File: src/rtl/fb_pkg.sv
`timescale 1ns/1ps
// Shared types for the feedback combiner.
// Assumes nothing beyond a standard SystemVerilog elaborator.
package fb_pkg;

    // Operation selection carried alongside each sample.
    typedef struct packed {
        logic add;   // 1 = add, 0 = subtract / invert
        logic dual;  // 1 = both inputs, 0 = first input only
    } fb_mode_t;

    // Number of peak trackers in the block.
    localparam int NUM_PEAKS = 4;

endpackage

File: src/rtl/fb_scaler.sv
`timescale 1ns/1ps
// Multiplies a signed sample by a signed gain with one integer bit,
// rounds halves upward and clamps the result back to the sample width.
// Purely combinational. Assumes GW >= 2.
module fb_scaler #(
    parameter int SW = 8,
    parameter int GW = 8
) (
    input  logic signed [SW-1:0] x,
    input  logic signed [GW-1:0] g,
    output logic signed [SW-1:0] y
);
    localparam int PW = SW + GW;
    localparam logic signed [PW-1:0] HALF = PW'(1 << (GW-2));
    localparam logic signed [PW-1:0] MAXV = PW'((1 << (SW-1)) - 1);
    localparam logic signed [PW-1:0] MINV = PW'(-(1 << (SW-1)));

    logic signed [PW-1:0] prod;
    logic signed [PW-1:0] rnd;
    logic signed [PW-1:0] shr;

    // Full product, rounding offset, shift back and clamp.
    always_comb begin
        prod = x * g;
        rnd  = prod + HALF;
        shr  = rnd >>> (GW-1);
        if (shr > MAXV)      y = MAXV[SW-1:0];
        else if (shr < MINV) y = MINV[SW-1:0];
        else                 y = shr[SW-1:0];
    end

endmodule

File: src/rtl/fb_delay.sv
`timescale 1ns/1ps
// Circular delay line that advances one entry per clock.
// dout is din from dly cycles earlier; dly = 0 passes din through.
// Reset clears the stored history. Depth is 2^DW, so the longest delay
// is 2^DW-1.
module fb_delay #(
    parameter int SW = 8,
    parameter int DW = 3
) (
    input  logic                 clk,
    input  logic                 rst_n,
    input  logic signed [SW-1:0] din,
    input  logic        [DW-1:0] dly,
    output logic signed [SW-1:0] dout
);
    localparam int DEPTH = 1 << DW;

    logic signed [SW-1:0] mem [DEPTH];
    logic        [DW-1:0] wptr;
    logic        [DW-1:0] rptr;

    // Write the current value each clock and advance the pointer.
    always_ff @(posedge clk) begin
        if (!rst_n) begin
            wptr <= '0;
            for (int i = 0; i < DEPTH; i++) begin
                mem[i] <= '0;
            end
        end else begin
            mem[wptr] <= din;
            wptr      <= wptr + 1'b1;
        end
    end

    // Select the entry written dly cycles ago, or bypass for zero.
    always_comb begin
        rptr = wptr - dly;
        dout = (dly == '0) ? din : mem[rptr];
    end

endmodule

File: src/rtl/fb_peak.sv
`timescale 1ns/1ps
// Tracks the largest magnitude of a signed value on cycles where upd is
// high. A low clr_n zeroes it and wins over a same-cycle update.
// The magnitude of the most negative value fits in SW unsigned bits.
module fb_peak #(
    parameter int SW = 8
) (
    input  logic                 clk,
    input  logic                 rst_n,
    input  logic                 clr_n,
    input  logic                 upd,
    input  logic signed [SW-1:0] val,
    output logic        [SW-1:0] peak
);
    logic [SW-1:0] mag;

    // Two's-complement magnitude.
    always_comb begin
        mag = val[SW-1] ? (~val + 1'b1) : val;
    end

    // Hold the maximum, with clear taking priority.
    always_ff @(posedge clk) begin
        if (!rst_n || !clr_n) begin
            peak <= '0;
        end else if (upd && (mag > peak)) begin
            peak <= mag;
        end
    end

    // a clear leaves the register at zero.
    p_peak_clear_r11: assert property (@(posedge clk) disable iff (!rst_n)
        !clr_n |=> (peak == '0));

    // without a clear the peak never falls.
    p_peak_mono_r10: assert property (@(posedge clk) disable iff (!rst_n)
        clr_n |=> (peak >= $past(peak)));

endmodule

File: src/rtl/fb_combiner.sv
`timescale 1ns/1ps
// Dual-input scaled feedback combiner.
// Stage 1 scales both inputs and registers them with their settings.
// Stage 2 delays the second term, then adds, subtracts or inverts, and
// clamps. Latency is two edges. Four peak trackers watch the stream.
// Assumes a synchronous active-low reset and GW >= 2.
module fb_combiner
    import fb_pkg::*;
#(
    parameter int SW = 8,
    parameter int GW = 8,
    parameter int DW = 3
) (
    input  logic                 clk,
    input  logic                 rst_n,
    input  logic                 in_valid,
    input  logic signed [SW-1:0] in1_s,
    input  logic signed [SW-1:0] in2_s,
    input  logic signed [GW-1:0] gain1,
    input  logic signed [GW-1:0] gain2,
    input  logic                 cfg_add,
    input  logic                 cfg_dual,
    input  logic        [DW-1:0] cfg_delay,
    input  logic                 peak_clr_n,
    output logic                 out_valid,
    output logic signed [SW-1:0] out_s,
    output logic        [SW-1:0] peak_in1,
    output logic        [SW-1:0] peak_in2,
    output logic        [SW-1:0] peak_scaled,
    output logic        [SW-1:0] peak_out
);
    localparam logic signed [SW:0] SMAX = (SW+1)'((1 << (SW-1)) - 1);
    localparam logic signed [SW:0] SMIN = (SW+1)'(-(1 << (SW-1)));

    logic signed [SW-1:0] scaled1, scaled2;
    logic                 s1_valid;
    logic signed [SW-1:0] s1_a, s1_b;
    fb_mode_t             s1_mode;
    logic        [DW-1:0] s1_dly;
    logic signed [SW-1:0] b_del;
    logic signed [SW:0]   ext_a, ext_b, sum;
    logic signed [SW-1:0] res;

    fb_scaler #(.SW(SW), .GW(GW)) u_scale1 (.x(in1_s), .g(gain1), .y(scaled1));
    fb_scaler #(.SW(SW), .GW(GW)) u_scale2 (.x(in2_s), .g(gain2), .y(scaled2));

    // Stage 1: capture scaled samples together with their settings.
    always_ff @(posedge clk) begin
        if (!rst_n) begin
            s1_valid <= 1'b0;
            s1_a     <= '0;
            s1_b     <= '0;
            s1_mode  <= '0;
            s1_dly   <= '0;
        end else begin
            s1_valid     <= in_valid;
            s1_a         <= in_valid ? scaled1 : '0;
            s1_b         <= in_valid ? scaled2 : '0;
            s1_mode.add  <= cfg_add;
            s1_mode.dual <= cfg_dual;
            s1_dly       <= cfg_delay;
        end
    end

    fb_delay #(.SW(SW), .DW(DW)) u_delay (
        .clk  (clk),
        .rst_n(rst_n),
        .din  (s1_b),
        .dly  (s1_dly),
        .dout (b_del)
    );

    // Combine according to the mode, then clamp to the sample range.
    always_comb begin
        ext_a = {s1_a[SW-1], s1_a};
        ext_b = {b_del[SW-1], b_del};
        if (s1_mode.dual) sum = s1_mode.add ? (ext_a + ext_b) : (ext_a - ext_b);
        else              sum = s1_mode.add ? ext_a : -ext_a;
        if (sum > SMAX)      res = SMAX[SW-1:0];
        else if (sum < SMIN) res = SMIN[SW-1:0];
        else                 res = sum[SW-1:0];
    end

    // Stage 2: deliver the result; hold the output between samples.
    always_ff @(posedge clk) begin
        if (!rst_n) begin
            out_valid <= 1'b0;
            out_s     <= '0;
        end else begin
            out_valid <= s1_valid;
            if (s1_valid) out_s <= res;
        end
    end

    // Peak trackers: raw inputs, scaled first input, final output.
    logic                 pk_upd [NUM_PEAKS];
    logic signed [SW-1:0] pk_val [NUM_PEAKS];
    logic        [SW-1:0] pk_q   [NUM_PEAKS];

    // Route each watched value with the strobe that qualifies it.
    always_comb begin
        pk_upd[0] = in_valid;  pk_val[0] = in1_s;
        pk_upd[1] = in_valid;  pk_val[1] = in2_s;
        pk_upd[2] = s1_valid;  pk_val[2] = s1_a;
        pk_upd[3] = out_valid; pk_val[3] = out_s;
    end

    for (genvar k = 0; k < NUM_PEAKS; k++) begin : g_peak
        fb_peak #(.SW(SW)) u_peak (
            .clk  (clk),
            .rst_n(rst_n),
            .clr_n(peak_clr_n),
            .upd  (pk_upd[k]),
            .val  (pk_val[k]),
            .peak (pk_q[k])
        );
    end

    assign peak_in1    = pk_q[0];
    assign peak_in2    = pk_q[1];
    assign peak_scaled = pk_q[2];
    assign peak_out    = pk_q[3];

    // a valid input yields a valid output two edges later.
    p_latency_r2: assert property (@(posedge clk) disable iff (!rst_n)
        in_valid |=> ##1 out_valid);

    // single-input add mode forwards the scaled first input.
    p_single_pass_r4: assert property (@(posedge clk) disable iff (!rst_n)
        (s1_valid && !s1_mode.dual && s1_mode.add) |=> (out_s == $past(s1_a)));

    // adding two non-negative terms never wraps negative.
    p_no_wrap_r9: assert property (@(posedge clk) disable iff (!rst_n)
        (s1_valid && s1_mode.dual && s1_mode.add && !s1_a[SW-1] && !b_del[SW-1])
        |=> !out_s[SW-1]);

endmodule

File: config.mk
export PLATFORM = sky130hd
export DESIGN_NAME = fb_combiner
export DESIGN_NICKNAME = d
export VERILOG_FILES = /design/src/rtl/fb_pkg.sv /design/src/rtl/fb_scaler.sv /design/src/rtl/fb_delay.sv /design/src/rtl/fb_peak.sv /design/src/rtl/fb_combiner.sv
export SDC_FILE = /design/constraint.sdc
export NUM_CORES = 1
export LEC_CHECK = 0
export BUFFER_PORTS_ARGS = -buffer_cell sky130_fd_sc_hd__buf_2
export CORE_ASPECT_RATIO = 2
export CORE_MARGIN = 3
export CORE_UTILIZATION = 55
export CTS_CLUSTER_DIAMETER = 40
export DETAILED_ROUTE_END_ITERATION = 10
export HOLD_SLACK_MARGIN = 0.12
export PLACE_DENSITY = 0.7
export SETUP_SLACK_MARGIN = 0.05
export SYNTH_ARGS = -nofsm -noshare
export SYNTH_HDL_FRONTEND = slang
export SYNTH_SLANG_ARGS = --single-unit
File: constraint.sdc
create_clock -name clk -period 6.59 [get_ports clk]
set_input_delay 0 -clock clk [delete_from_list [all_inputs] [get_ports clk]]
set_output_delay 0 -clock clk [all_outputs]
set_load 0.005 [all_outputs]
==> impl_metrics.yaml <==
global_route:
  grt_pass1_vias: 9653
  grt_max_degree: 30
  track_usage: 0.249
  grt_pass1_wl_um: 47900
  antenna_found_initial: 0
  gr-total-overflow: 0
timing:
  finalSetupTns_ns: 0
  rsz0062_at_grt: "no"
  skew_ns: 0.00776
  fmax_mhz: 185
  tightest_slew_ns: 1.03
  min_period_ns: 5.39
  setup_viol: 0
  maxSlewHeadroom: 0.304
  fin_crit_sh: 0.818
  final_max_slew_viol_count: 0
  hold_viol_final: 0
logic_synthesis:
  ys.warnings.count: 0
  syn_area_per_cell_um2: 9.89
  synth_edf_count: 64
  synth.net_count: 1479
  synth-main-ff-cell: "dfxtp_1"
  synth.area.top_cells: "fa_1 18%, edfxtp_1 16%, dfxtp_1 11%, ha_1 10%, and2_1 7.6%"
  syn_inst: 1230
  synth_seq_cells: 130
  yosysMostFrequentCell: "inv_1"
  yosys-top-cells-count: "195 x inv_1, 147 x and2_1, 110 x fa_1"
  synthArstFlopShare: 0
  ys_seq_area_frac: 0.267
  synth_top_area_share: 0.181
  synth_top_area_cell: "fa_1"
  synth_cell_types: 66
  synth_area_um2: 12200
routing:
  drcViolationCount: 0
  wirelength_um: 28000
  drt_iter0_markers: 315
  ant_nets: 0
  drt_pass1_iterations: 5
  routedWlPerCell_um: 17.4
  vias: 8843
  vias_per_cell: 5.49
critical_path:
  worst-r2r-cell-count: 19
  worstPathArrival_ns: 5.72
  crit_required_ns: 6.91
  worst_setup_path_end_kind: "register"
  start_kind: "register"
  r2r_slack_ns: 1.20
  worstSetupPathType: "reg -> reg"
  crit_fanout: 14
  r2r_start: "u_delay.wptr[0]$_SDFF_PN0_"
  rr_endpoint: "out_s[1]$_SDFFE_PN0P_"
power_and_ir_drop:
  leakagePower_nw: 6.25
  power_density_nw_per_um2: 332
  power.total_mw: 4.51
  ir_drop_mv: 0.200
floorplanning:
  dieHeight_um: 216
  core_area_um2: 21700
  row_count: 76
  initial_core_util: 0.561
  fp.dieW_um: 111
  io_pins: 82
  dieArea_um2: 24100
cells_and_area:
  stdcell_area_um2: 13600
  nets: 1573
  fin_util: 0.626
  num-fill-cells: 1887
  area.sequential_um2: 3240
  n_antenna_cell: 0
  synthToLayoutAreaGrowth_pct: 11.6
  drive_above_1_share: 0.108
  multi_input_area_um2: 8010
clocking:
  clk_latency_ns: 0.43
  root_buffer: "clkbuf_16"
  cts_buffer_depth: 2
  h-tree-depth: 4
  clk_pin_slew_ns: 0.06
  cts_setup_buffers: 0
  cts_buffers: 17
  cts_tree: "done"
  cts_sinks: 130
place:
  io_buffers: 81
  gp_congestion: 0.897
  dp_hpwl_um: 22400
  place_area_um2: 12800
hold_path:
  hp-start: "in1_s[6]"
  hold_depth: 4
  hold_end: "g_peak[0].u_peak.peak[7]$_SDFFE_PP0P_"
  hp-class: "in -> reg"
run_status:
  status: "finished clean"
flow_run:
  max-cap-violations: 0
critical path, cell delays in order, from the launching register on:
cell and delay, ns:
dfxtp_1 0.38, inv_1 0.10, ha_1 0.15, inv_1 0.05, fa_1 0.97, mux4_1 0.42, mux2_2 0.28, mux2i_1 0.36
and2_1 0.21, a21oi_1 0.08, xnor2_1 0.27, ha_1 0.35, o2111ai_1 0.13, nand3_1 0.12, o41ai_1 0.48, xnor2_1 0.24
a21o_4 0.16, nand3_4 0.11, o211a_1 0.27, o21a_1 0.16
area by class of cell:
| class | instances | area share |
|---|---|---|
| clock buffers | 18 | 0.0316 |
| flip-flops and latches | 130 | 0.239 |
| well taps | 273 | 0.0252 |
| inverters | 195 | 0.0539 |
| repair buffers | 111 | 0.0501 |
| clock inverters | 14 | 0.0108 |
| multi-input cells | 869 | 0.590 |
worst max path at each step:
stage	startpoint	end	slack (ns)	cells after the start
after global placement	u_delay.wptr[0]$_SDFF_PN0_	out_s[1]$_SDFFE_PN0P_	1.33	19
after global routing	in2_s[0]	s1_b[2]$_SDFF_PN0_	0.71	20
after detailed placement	u_delay.wptr[0]$_SDFF_PN0_	out_s[1]$_SDFFE_PN0P_	1.26	19
after floorplan	in2_s[4]	s1_b[0]$_SDFF_PN0_	1.87	18
final	u_delay.wptr[0]$_SDFF_PN0_	out_s[1]$_SDFFE_PN0P_	1.20	19
after CTS	u_delay.wptr[0]$_SDFF_PN0_	out_s[1]$_SDFFE_PN0P_	1.23	19
logic make-up (layout without fill, tap and decap cells):
group / Yosys count / after routing / synth area share
buffers and inverters: 231 / 338 / 0.0755
multiplexers: 66 / 66 / 0.0775
XOR/XNOR: 72 / 72 / 0.0531
AND/OR/NAND/NOR: 373 / 373 / 0.164
flip-flops: 130 / 130 / 0.267
adder cells (fa/ha/maj): 212 / 212 / 0.285
AO/OA/AOI/OAI: 146 / 146 / 0.0780
registers in the layout, indices dropped and copies added (netlist names), 2 cells and up:
signal / flops
out_s: 8
g_peak.u_peak.peak: 32
s1_mode: 2
u_delay.mem: 64
u_delay.wptr: 3
s1_a: 8
s1_dly: 3
s1_b: 8
timing repair:
| action | CTS | global route |
|---|---|---|
| hold buffers | 20 | 0 |
| resized for setup | 0 | 0 |
| endpoints found under the hold margin | 26 | 0 |
stage by stage:
| stage | hold WS, ns | instances | worst slack (ns) |
|---|---|---|---|
| finish | 0.137 | 1610 | 1.20 |
| global route | 0.174 | 1610 | 0.710 |
| CTS | 0.124 | 1610 | 1.23 |
| detailed placement | 0.216 | 1558 | 1.26 |
| global placement | 0.218 | 1558 | 1.33 |
| floorplan | 0.127 | 1230 | 1.87 |
routing by layer:
metal	wire (um)	track usage
met4	1290	0.117
met3	1020	0.0402
met2	15600	0.469
met5	0	0
met1	10100	0.269
placed cells by master, fill, tap and decap left out, types with 4 or more instances in the layout:
master	count
inv_1	195
and2_1	147
fa_1	110
ha_1	98
buf_2	81
nand2_1	75
dfxtp_1	66
nor2_1	65
edfxtp_1	64
xnor2_1	61
o21ai_0	42
mux2i_1	38
a21oi_1	34
dlygate4sd3_1	20
nor2b_1	19
nand2b_1	17
clkbuf_16	17
mux4_1	16
a21o_1	14
xor2_1	10
buf_4	10
nor3_1	9
nand4_1	9
or3_1	8
mux2_2	8
nand3_1	7
o31ai_1	7
o21a_1	7
o211a_1	6
and3_1	5
a31oi_1	5
o21bai_1	5
inv_6	5
maj3_1	4
o221ai_1	4
report_power, final:
group	switching [mW]	leakage, nW	internal (mW)	total (mW)
Sequential	0.104	1.21	0.932	1.04
Clock	0.403	0.282	0.533	0.935
Combinational	1.39	4.75	1.15	2.53
No activity file was read; power rests on OpenSTA's default activity.
